===== src/rtl/secs_timebase_pkg.sv =====
package secs_timebase_pkg;

  // Strobes from control to datapath, valid for one cycle
  typedef struct packed {
    logic tick;    // 640 ns interval elapsed
    logic wrap;    // tick that closes a second
    logic rdEn;    // capture read data this cycle
    logic selSec;  // read targets seconds counter
    logic selCyc;  // read targets cycle counter
  } tbStrobes_t;

endpackage


===== src/rtl/secs_timebase_ctrl.sv =====
module secs_timebase_ctrl
  import secs_timebase_pkg::*;
#(
  parameter int PRESCALE_DIV = 32,
  parameter int ADDR_W       = 12,
  parameter int SEC_OFFSET   = 'h68,
  parameter int CYC_OFFSET   = 'h6C
) (
  input  logic              clk,
  input  logic              rst,
  input  logic              regEn,
  input  logic              regWe,
  input  logic [ADDR_W-1:0] regAddr,
  input  logic              atLast,
  output tbStrobes_t        strobes
);

  localparam logic [ADDR_W-1:0] SEC_ADDR = ADDR_W'(SEC_OFFSET);
  localparam logic [ADDR_W-1:0] CYC_ADDR = ADDR_W'(CYC_OFFSET);

  logic tick;

  generate
    if (PRESCALE_DIV <= 1) begin : g_noPre
      assign tick = 1'b1;
    end else begin : g_pre
      localparam int PRE_W = $clog2(PRESCALE_DIV);
      localparam logic [PRE_W-1:0] PRE_LAST = PRE_W'(PRESCALE_DIV - 1);
      logic [PRE_W-1:0] preCnt;

      always_ff @(posedge clk) begin
        if (rst) begin
          preCnt <= '0;
        end else if (preCnt == PRE_LAST) begin
          preCnt <= '0;
        end else begin
          preCnt <= preCnt + 1'b1;
        end
      end

      assign tick = (preCnt == PRE_LAST);
    end
  endgenerate

  logic rdReq;
  assign rdReq = regEn & ~regWe;

  always_comb begin
    strobes        = '0;
    strobes.tick   = tick;
    strobes.wrap   = tick & atLast;
    strobes.rdEn   = rdReq;
    strobes.selSec = rdReq & (regAddr == SEC_ADDR);
    strobes.selCyc = rdReq & (regAddr == CYC_ADDR);
  end

endmodule


===== src/rtl/secs_timebase_dp.sv =====
module secs_timebase_dp
  import secs_timebase_pkg::*;
#(
  parameter int CYCLE_STEP = 16,
  parameter int WRAP_VALUE = 25_000_000,
  parameter int CNT_W      = 32
) (
  input  logic             clk,
  input  logic             rst,
  input  tbStrobes_t       strobes,
  output logic             atLast,
  output logic [CNT_W-1:0] cycleCount,
  output logic [CNT_W-1:0] secCount,
  output logic [CNT_W-1:0] regRdata,
  output logic             regRvalid
);

  localparam logic [CNT_W-1:0] STEP_V   = CNT_W'(CYCLE_STEP);
  localparam logic [CNT_W-1:0] LAST_CYC = CNT_W'(WRAP_VALUE - CYCLE_STEP);

  assign atLast = (cycleCount == LAST_CYC);

  always_ff @(posedge clk) begin
    if (rst) begin
      cycleCount <= '0;
      secCount   <= '0;
    end else if (strobes.wrap) begin
      cycleCount <= '0;
      secCount   <= secCount + 1'b1;
    end else if (strobes.tick) begin
      cycleCount <= cycleCount + STEP_V;
    end
  end

  logic [CNT_W-1:0] rdMux;

  always_comb begin
    rdMux = '0;
    if (strobes.selSec) begin
      rdMux = secCount;
    end else if (strobes.selCyc) begin
      rdMux = cycleCount;
    end
  end

  always_ff @(posedge clk) begin
    if (rst) begin
      regRdata  <= '0;
      regRvalid <= 1'b0;
    end else begin
      regRvalid <= strobes.rdEn;
      if (strobes.rdEn) begin
        regRdata <= rdMux;
      end
    end
  end

endmodule


===== src/rtl/secs_timebase.sv =====
module secs_timebase
  import secs_timebase_pkg::*;
#(
  parameter int PRESCALE_DIV = 32,
  parameter int CYCLE_STEP   = 16,
  parameter int WRAP_VALUE   = 25_000_000,
  parameter int ADDR_W       = 12,
  parameter int SEC_OFFSET   = 'h68,
  parameter int CYC_OFFSET   = 'h6C
) (
  input  logic              clk,
  input  logic              rst,
  input  logic              regEn,
  input  logic              regWe,
  input  logic [ADDR_W-1:0] regAddr,
  input  logic [31:0]       regWdata,
  output logic [31:0]       regRdata,
  output logic              regRvalid
);

  localparam int CNT_W = 32;

  tbStrobes_t       strobes;
  logic             atLast;
  logic [CNT_W-1:0] cycleCount;
  logic [CNT_W-1:0] secCount;

  // Write data is discarded: both counters are read-only
  logic unusedWdata;
  assign unusedWdata = ^regWdata;

  secs_timebase_ctrl #(
    .PRESCALE_DIV(PRESCALE_DIV),
    .ADDR_W      (ADDR_W),
    .SEC_OFFSET  (SEC_OFFSET),
    .CYC_OFFSET  (CYC_OFFSET)
  ) u_ctrl (
    .clk    (clk),
    .rst    (rst),
    .regEn  (regEn),
    .regWe  (regWe),
    .regAddr(regAddr),
    .atLast (atLast),
    .strobes(strobes)
  );

  secs_timebase_dp #(
    .CYCLE_STEP(CYCLE_STEP),
    .WRAP_VALUE(WRAP_VALUE),
    .CNT_W     (CNT_W)
  ) u_dp (
    .clk       (clk),
    .rst       (rst),
    .strobes   (strobes),
    .atLast    (atLast),
    .cycleCount(cycleCount),
    .secCount  (secCount),
    .regRdata  (regRdata),
    .regRvalid (regRvalid)
  );

endmodule


===== config.mk =====
export PLATFORM = sky130hd
export DESIGN_NAME = secs_timebase
export DESIGN_NICKNAME = d
export VERILOG_FILES = /design/src/rtl/secs_timebase_pkg.sv /design/src/rtl/secs_timebase_ctrl.sv /design/src/rtl/secs_timebase_dp.sv /design/src/rtl/secs_timebase.sv
export SDC_FILE = /design/constraint.sdc
export NUM_CORES = 1
export LEC_CHECK = 0
export ABC_AREA = 1
export BUFFER_PORTS_ARGS = -buffer_cell sky130_fd_sc_hd__buf_2
export CORE_MARGIN = 3
export CORE_UTILIZATION = 54
export CTS_CLUSTER_DIAMETER = 40
export DETAILED_ROUTE_END_ITERATION = 10
export HOLD_SLACK_MARGIN = 0.06
export PLACE_DENSITY = 0.77
export SETUP_SLACK_MARGIN = 0.05
export SLEW_MARGIN = 20
export SYNTH_ARGS = -nofsm -noshare
export SYNTH_HDL_FRONTEND = slang
export SYNTH_HIERARCHICAL = 1
export SYNTH_SLANG_ARGS = --single-unit

===== constraint.sdc =====
create_clock -name clk -period 2.5 [get_ports clk]
set_input_delay 0.25 -clock clk [delete_from_list [all_inputs] [get_ports clk]]
set_output_delay 0.25 -clock clk [all_outputs]
set_load 0.02 [all_outputs]

# --- Word-level counts from Yosys, hierarchy flattened ---
# Index checks and enable logic that the tools add are counted.
op_classes:
  n_addsub: 3
  mul: 0
  div: 0
  n_lt_le_gt_ge: 0
  eq_ne: 4
  shifts: 0
  mux: 2
  n_bitwise: 5
  n_reduce_logical: 2
ops:
  columns: ["operator", "count"]
  rows:
  - ["$mux W32", 2]
  - ["$add A32 B1 Y32 const B", 1]
  - ["$add A32 B5 Y32 const B", 1]
  - ["$eq A32 B25 Y1 const B", 1]
  - ["$eq A12 B7 Y1 const B", 2]
  - ["$add A5 B1 Y5 const B", 1]
  - ["$eq A5 B5 Y1 const B", 1]
  - ["$and A1 B1 Y1", 4]
  - ["$reduce_or A2 Y1", 2]
  - ["$not A1 Y1", 1]
totals:
  register_bits: 102
  latch_bits: 0
  mem_bits_rw: 0
  romBits: 0
  input_bits: 48
  output_inout_bits: 33
  word_cells: 21
  n_memories: 0

# --- Logic depth before layout (Yosys ltp) ---
# Gate-level depths: netlist of run 1.
logic_depth:
  ltp_word: 5
  mapped_depth: 16
  ltp_nobuf: 15

# --- Modules after synthesis ---
# Netlist of run 1, hierarchy kept.
modules_own_cells:
  columns: ["mod", "n_inst", "cells_per_inst", "area_each_um2", "seq_area_each_um2"]
  rows:
  - ["secs_timebase_dp", 1, 686, 4737.0, 1861.8]
  - ["secs_timebase_ctrl", 1, 46, 304.0, 100.1]

# --- Worst setup path before layout of run 1 ---
# OpenSTA, ideal clock, no wires.
synth_path:
  kind: "reg2reg"
  startpoint: "register u_dp.cycleCount[4]"
  endpoint: "register u_dp.secCount[26]"
  setup_ps: 118
  t_arrival_ps: 1814
  required_time_ps: 2382
  slack_ps: 568
  path_stages_with_launch: 16
  n_path_buf: 1
  synth_period_minus_slack_ps: 1932
  cell_sequence: "dfxtp_1 > ha_1 > inv_1 > nor3_1 > nand3_1 > nor2_1 > nand2_1 > inv_1 > buf_6 > nand2_2 > nor2_4 > nand2_4 > nor2_8 > nand2_1 > nor3_1 > nor2_1"
synth_rtl:
  columns: ["element", "line_no", "text"]
  rows:
  - ["start, declared", "secs_timebase_dp.sv:12", "output logic [CNT_W-1:0] cycleCount,"]
  - ["start signal, assigned", "secs_timebase_dp.sv:31", "cycleCount <= cycleCount + STEP_V;"]
  - ["end signal, assigned", "secs_timebase_dp.sv:29", "secCount <= secCount + 1'b1;"]
  - ["end, declared", "secs_timebase_dp.sv:13", "output logic [CNT_W-1:0] secCount,"]

==> results of run 1 <==
==> metal layers <==
| metal | routed length [µm] | up-vias | track usage [%] | share of wire, % |
|---|---|---|---|---|
| met5 | 0 | - | 0 | 0 |
| met4 | 131 | 0 | 7.47 | 1.1 |
| met3 | 788 | 12 | 3.00 | 6.3 |
| met2 | 5700 | 180 | 40.4 | 46 |
| met1 | 5800 | 2239 | 33.6 | 47 |
| li1 | - | 2475 | - | - |
==> sequential cells by signal, summed over array words and instances (netlist names) <==
signal / flops
u_ctrl/g_pre.preCnt: 5
u_dp/cycleCount: 28
u_dp/secCount: 32
u_dp/regRdata: 32
u_dp/regRvalid: 1
==> placed cells by master, fill, tap and decap left out, types with 4 or more instances in the layout <==
| master | n |
|---|---|
| nand4_1 | 14 |
| nand2_1 | 120 |
| nand3b_1 | 4 |
| clkbuf_8 | 9 |
| inv_1 | 69 |
| nand2_2 | 8 |
| dfxtp_1 | 96 |
| inv_2 | 10 |
| nor3_1 | 10 |
| buf_2 | 48 |
| ha_1 | 5 |
| nor2_2 | 9 |
| nand3_1 | 76 |
| a21oi_1 | 89 |
| o21ai_0 | 42 |
| nor2_4 | 12 |
| nor2_1 | 104 |
| buf_4 | 8 |
| xor2_1 | 5 |
==> final cells by class <==
type	instances	area share [%]
tap	108	2.43
clock inverter	7	1.82
timing repair buffer	57	5.76
multi-input combinational	523	47.1
sequential	98	35.3
inverter	79	5.33
clock buffer	9	2.23
==> worst paths after layout <==
kind,start,endpoint,cells past startpoint
min,rst,u_dp/secCount[27]$_SDFFE_PP0P_,2
min reg2reg,u_ctrl/g_pre.preCnt[0]$_SDFF_PP0_,u_ctrl/g_pre.preCnt[0]$_SDFF_PP0_,1
max,u_dp/cycleCount[5]$_SDFFE_PP0P_,u_dp/secCount[16]$_SDFFE_PP0P_,14
max reg2reg,u_dp/cycleCount[5]$_SDFFE_PP0P_,u_dp/secCount[16]$_SDFFE_PP0P_,14
==> power breakdown <==
| part | switching (W) | total (W) | internal (W) |
|---|---|---|---|
| logic | 0.000121 | 0.000184 | 0.0000631 |
| registers | 0.0000179 | 0.00161 | 0.00159 |
| clock network | 0.000578 | 0.00115 | 0.000572 |
==> metrics by stage <==
step                worst slack (ns)  power, W  std cells  hold WS (ns)  util [%]
finish                         0.281   0.00294        881         0.259      62.8
floorplan                      0.568   0.00176        727         0.430         -
global placement               0.286   0.00182        865         0.444      60.3
global route                  0.0678   0.00305        881         0.259      62.8
detailed placement             0.209   0.00183        865         0.462      60.3
CTS                            0.189   0.00296        881         0.238      62.8
==> repair_timing <==
action	in CTS	in global routing
setup endpoints to repair	0	16
hold endpoints to repair	0	0
resized for setup	0	3
buffers inserted	0	0
==> flow_summary.ini, run 1 <==
[run_status]
status = completed

[floorplan]
core_um2 = 8850
die_h_um = 102
ios = 81
core.rowCount = 34
dieArea_um2 = 10500
die_w_um = 102
start_util_pct = 56.6

[timing]
relSlewSlack_pct = 36.4
fin_crit_ns = 2.22
setup-tns-final_ns = 0
skew_ns = 0.0121
worst_slew_pin_slew_ns = 0.953
maxSlewViolCount = 0
hold_viol = 0
rsz0062_at_grt = false
fmax_mhz = 451
min_period_over_period_pct = 88.8
finalSetupViolCount = 0

[detailed_routing]
viasPerCell = 5.57
drt_iter0_drc = 334
dr.pass1.iters = 5
routedWlPerCell_um = 14.1
vias = 4906
routed_wl_mm = 12.4
antenna_left = 0
drc = 0

[setup_path]
critPathBufInv = 2
cp-end-kind = register
cp_max_fo = 9
cp_top_family = simple AND/OR/NAND/NOR gates
critPathMaxStageDelay_ns = 0.41
start_kind = register
path_cells = ha_1, inv_1, nor3_1, nand3_1, nor2_1, nand2_1, inv_2, nand2_2, nor2_4, nand2_4, nor2_8, nand2_1, o21ai_1, nor2_1
path_class = reg2reg
cp_slowest_cell = dfxtp_1
rrSetupSlack_ns = 0.28
cp.arrival_ns = 2.48
worstPathRequired_ns = 2.76

[synthesis]
yosysWarnings = 6
synthCells = 727
syn_nets = 780
syn_area_per_cell_um2 = 6.89
netlist_area_um2 = 5010

[grt]
grt_pass1_wl_mm = 20.7
grt-ovfl-total = 0
grtUsageTotal_pct = 24.5
grt_max_degree = 44
antenna_found_initial = 0
grt_pass1_vias = 4526

[place]
finalWeightedCongestion = 0.955
placed_area_um2 = 5330
dpl.hpwl_mm = 9.18
io_buffers = 48

[cts]
htreeDepth = 3
cts.sinks = 98
worstSkewPairLatency_ns = 0.37
clk_pin_slew_worst_paths_ns = 0.10
clockBufferDepth = 2
cts_tree = built
cts_hold_buffers = 0
clock-root-buffer = clkbuf_8
numCtsBuffers = 9

[layout]
diodes = 0
fillers = 790
area_growth_pct = 11.0
fin_area_um2 = 5560
regArea_um2 = 1960
drive_gt1_share_pct = 16.0
nNetsFinal = 821
multi_input_area_um2 = 2620

[power_and_ir_drop]
p_leak_nw = 2.24
irDropWorstVdd_mv = 0.285
power.density_nw_per_um2 = 529

[min_path]
hp-class = in2reg

[job]
cap_violations = 0
Note: power is estimated with default switching activity, not from simulation.
==> run 2, diff against run 1 <==
==> constraint.sdc (replaced) <==
create_clock -name clk -period 2.9 [get_ports clk]
set_input_delay 0.29 -clock clk [delete_from_list [all_inputs] [get_ports clk]]
set_output_delay 0.29 -clock clk [all_outputs]
set_load 0.02 [all_outputs]
==> run 2 against run 1 <==
Global-route usage fell by 0.10 points. Clock power fell by 22%. Count of clock-buffer cells in the layout did not move. Clock skew rose by 0.0042 ns. Via count did not move. Highest routed layer unchanged. Combinational power fell by 16%.
==> flow_summary.ini, run 2 (synthesized netlist as in run 1, its figures left out) <==
[run_status]
status = completed

[power_and_ir_drop]
power.density_nw_per_um2 = 445
irDropWorstVdd_mv = 0.232
p_leak_nw = 2.21
power_w = 0.00244

[floorplan]
die_w_um = 102
core.rowCount = 34
die_h_um = 102
start_util_pct = 56.6
dieArea_um2 = 10500
ios = 81
core_um2 = 8850

[timing]
setup-tns-final_ns = 0
relSlewSlack_pct = 33.7
min_period_over_period_pct = 85.7
maxSlewViolCount = 0
skew_ns = 0.0163
fmax_mhz = 402
rsz0062_at_grt = false
worst_slack_ns = 0.414
finalSetupViolCount = 0
fin_crit_ns = 2.49
hold_viol = 0
worst_slew_pin_slew_ns = 0.993

[detailed_routing]
vias = 4906
drt_iter0_drc = 349
routed_wl_mm = 12.3
viasPerCell = 5.59
dr.pass1.iters = 5
drc = 0
antenna_left = 0
routedWlPerCell_um = 14.0

[layout]
nNetsFinal = 817
diodes = 0
fillers = 803
final_cell_mix = 120 x nand2_1, 104 x nor2_1, 98 x dfxtp_1, 89 x a21oi_1, 76 x nand3_1
top_regs = u_dp/regRdata: 32 flops, u_dp/secCount: 32 flops, u_dp/cycleCount: 28 flops
fin_area_um2 = 5490
area_growth_pct = 9.67
drive_gt1_share_pct = 15.2
mostFrequentLayoutCell = nand2_1
final_util_pct = 62.1

[cts]
clockBufferDepth = 2
clk_pin_slew_worst_paths_ns = 0.11
cts_hold_buffers = 0
cts_resized = 0
worstSkewPairLatency_ns = 0.37
cts_tree = built
clock-root-buffer = clkbuf_8
cts_setup_buffers = 0
numCtsBuffers = 9
cts.sinks = 98
htreeDepth = 3

[grt]
grt_max_degree = 43
grt.busiest_layer = met2
use_met1_pct = 34.0
antenna_found_initial = 0
grt-ovfl-total = 0
grtUsageTotal_pct = 24.4
grt_use_met2_pct = 38.1
grt_use_met3_pct = 4.78
grt_pass1_wl_mm = 20.4
grt_pass1_vias = 4399

[setup_path]
path_class = reg2reg
cp_slowest_cell = dfxtp_1
cp-end-kind = register
path_cells = ha_1, inv_1, nor3_1, nand3_1, nor2_1, nand2_1, inv_1, nand2_2, nor2_4, nand2_4, nor2_8, nand2_1, o21ai_1, nor2_1
worstPathRequired_ns = 3.17
cp.arrival_ns = 2.75
cp_max_fo = 10
start_kind = register
critPathMaxStageDelay_ns = 0.43

[min_path]
hp-class = in2reg

[place]
place_ws_ns = 0.461
dpl.hpwl_mm = 9.00
io_buffers = 48
placed_area_um2 = 5290
finalWeightedCongestion = 0.924

[job]
cap_violations = 0
[run 2: worst paths after layout]
path,startpoint,end,slack [ns],depth (start not counted)
worst max register to register,u_dp/cycleCount[4]$_SDFFE_PP0P_,u_dp/secCount[16]$_SDFFE_PP0P_,0.41,14
worst max-delay path,u_dp/cycleCount[4]$_SDFFE_PP0P_,u_dp/secCount[16]$_SDFFE_PP0P_,0.41,14
worst min register to register,u_ctrl/g_pre.preCnt[3]$_SDFF_PP0_,u_ctrl/g_pre.preCnt[3]$_SDFF_PP0_,0.47,2
worst min-delay path,rst,u_dp/secCount[17]$_SDFFE_PP0P_,0.28,2
[run 2: metrics by stage]
stage                     hold WS, ns  instances
after floorplan                 0.430        727
after global placement          0.443        861
after detailed placement        0.450        861
after CTS                       0.284        877
after global routing            0.278        877
final                           0.283        877
[run 2: layout make-up]
cell class	count	area, µm²	share of cell area [%]
clock buffer	9	124	2.26
clock inverter	7	77.6	1.41
inverter	79	297	5.40
multi-input combinational	523	2620	47.7
sequential	98	1960	35.7
tap	108	135	2.46
timing repair buffer	53	278	5.06
[run 2: worst max-delay path: cells and delay by family, from the launching register on]
| family | cells | cell delay, ns |
|---|---|---|
| buffers and inverters | 2 | 0.39 |
| and+or+nand+nor | 10 | 1.25 |
| DFF | 1 | 0.43 |
| adders and majority gates | 1 | 0.20 |
| AOI/OAI and AO/OA | 1 | 0.13 |
[run 2: routing by layer]
metal | routed length, µm | up-vias
met1 | 5700 | 2273
met5 | 0 | -
met4 | 165 | 0
li1 | - | 2453
met3 | 753 | 16
met2 | 5630 | 164
[run 2: power breakdown]
part | total (W) | switching (W) | internal, W
Combinational | 0.000155 | 0.000103 | 0.0000518
Clock | 0.000902 | 0.000495 | 0.000406
Sequential | 0.00139 | 0.0000153 | 0.00137
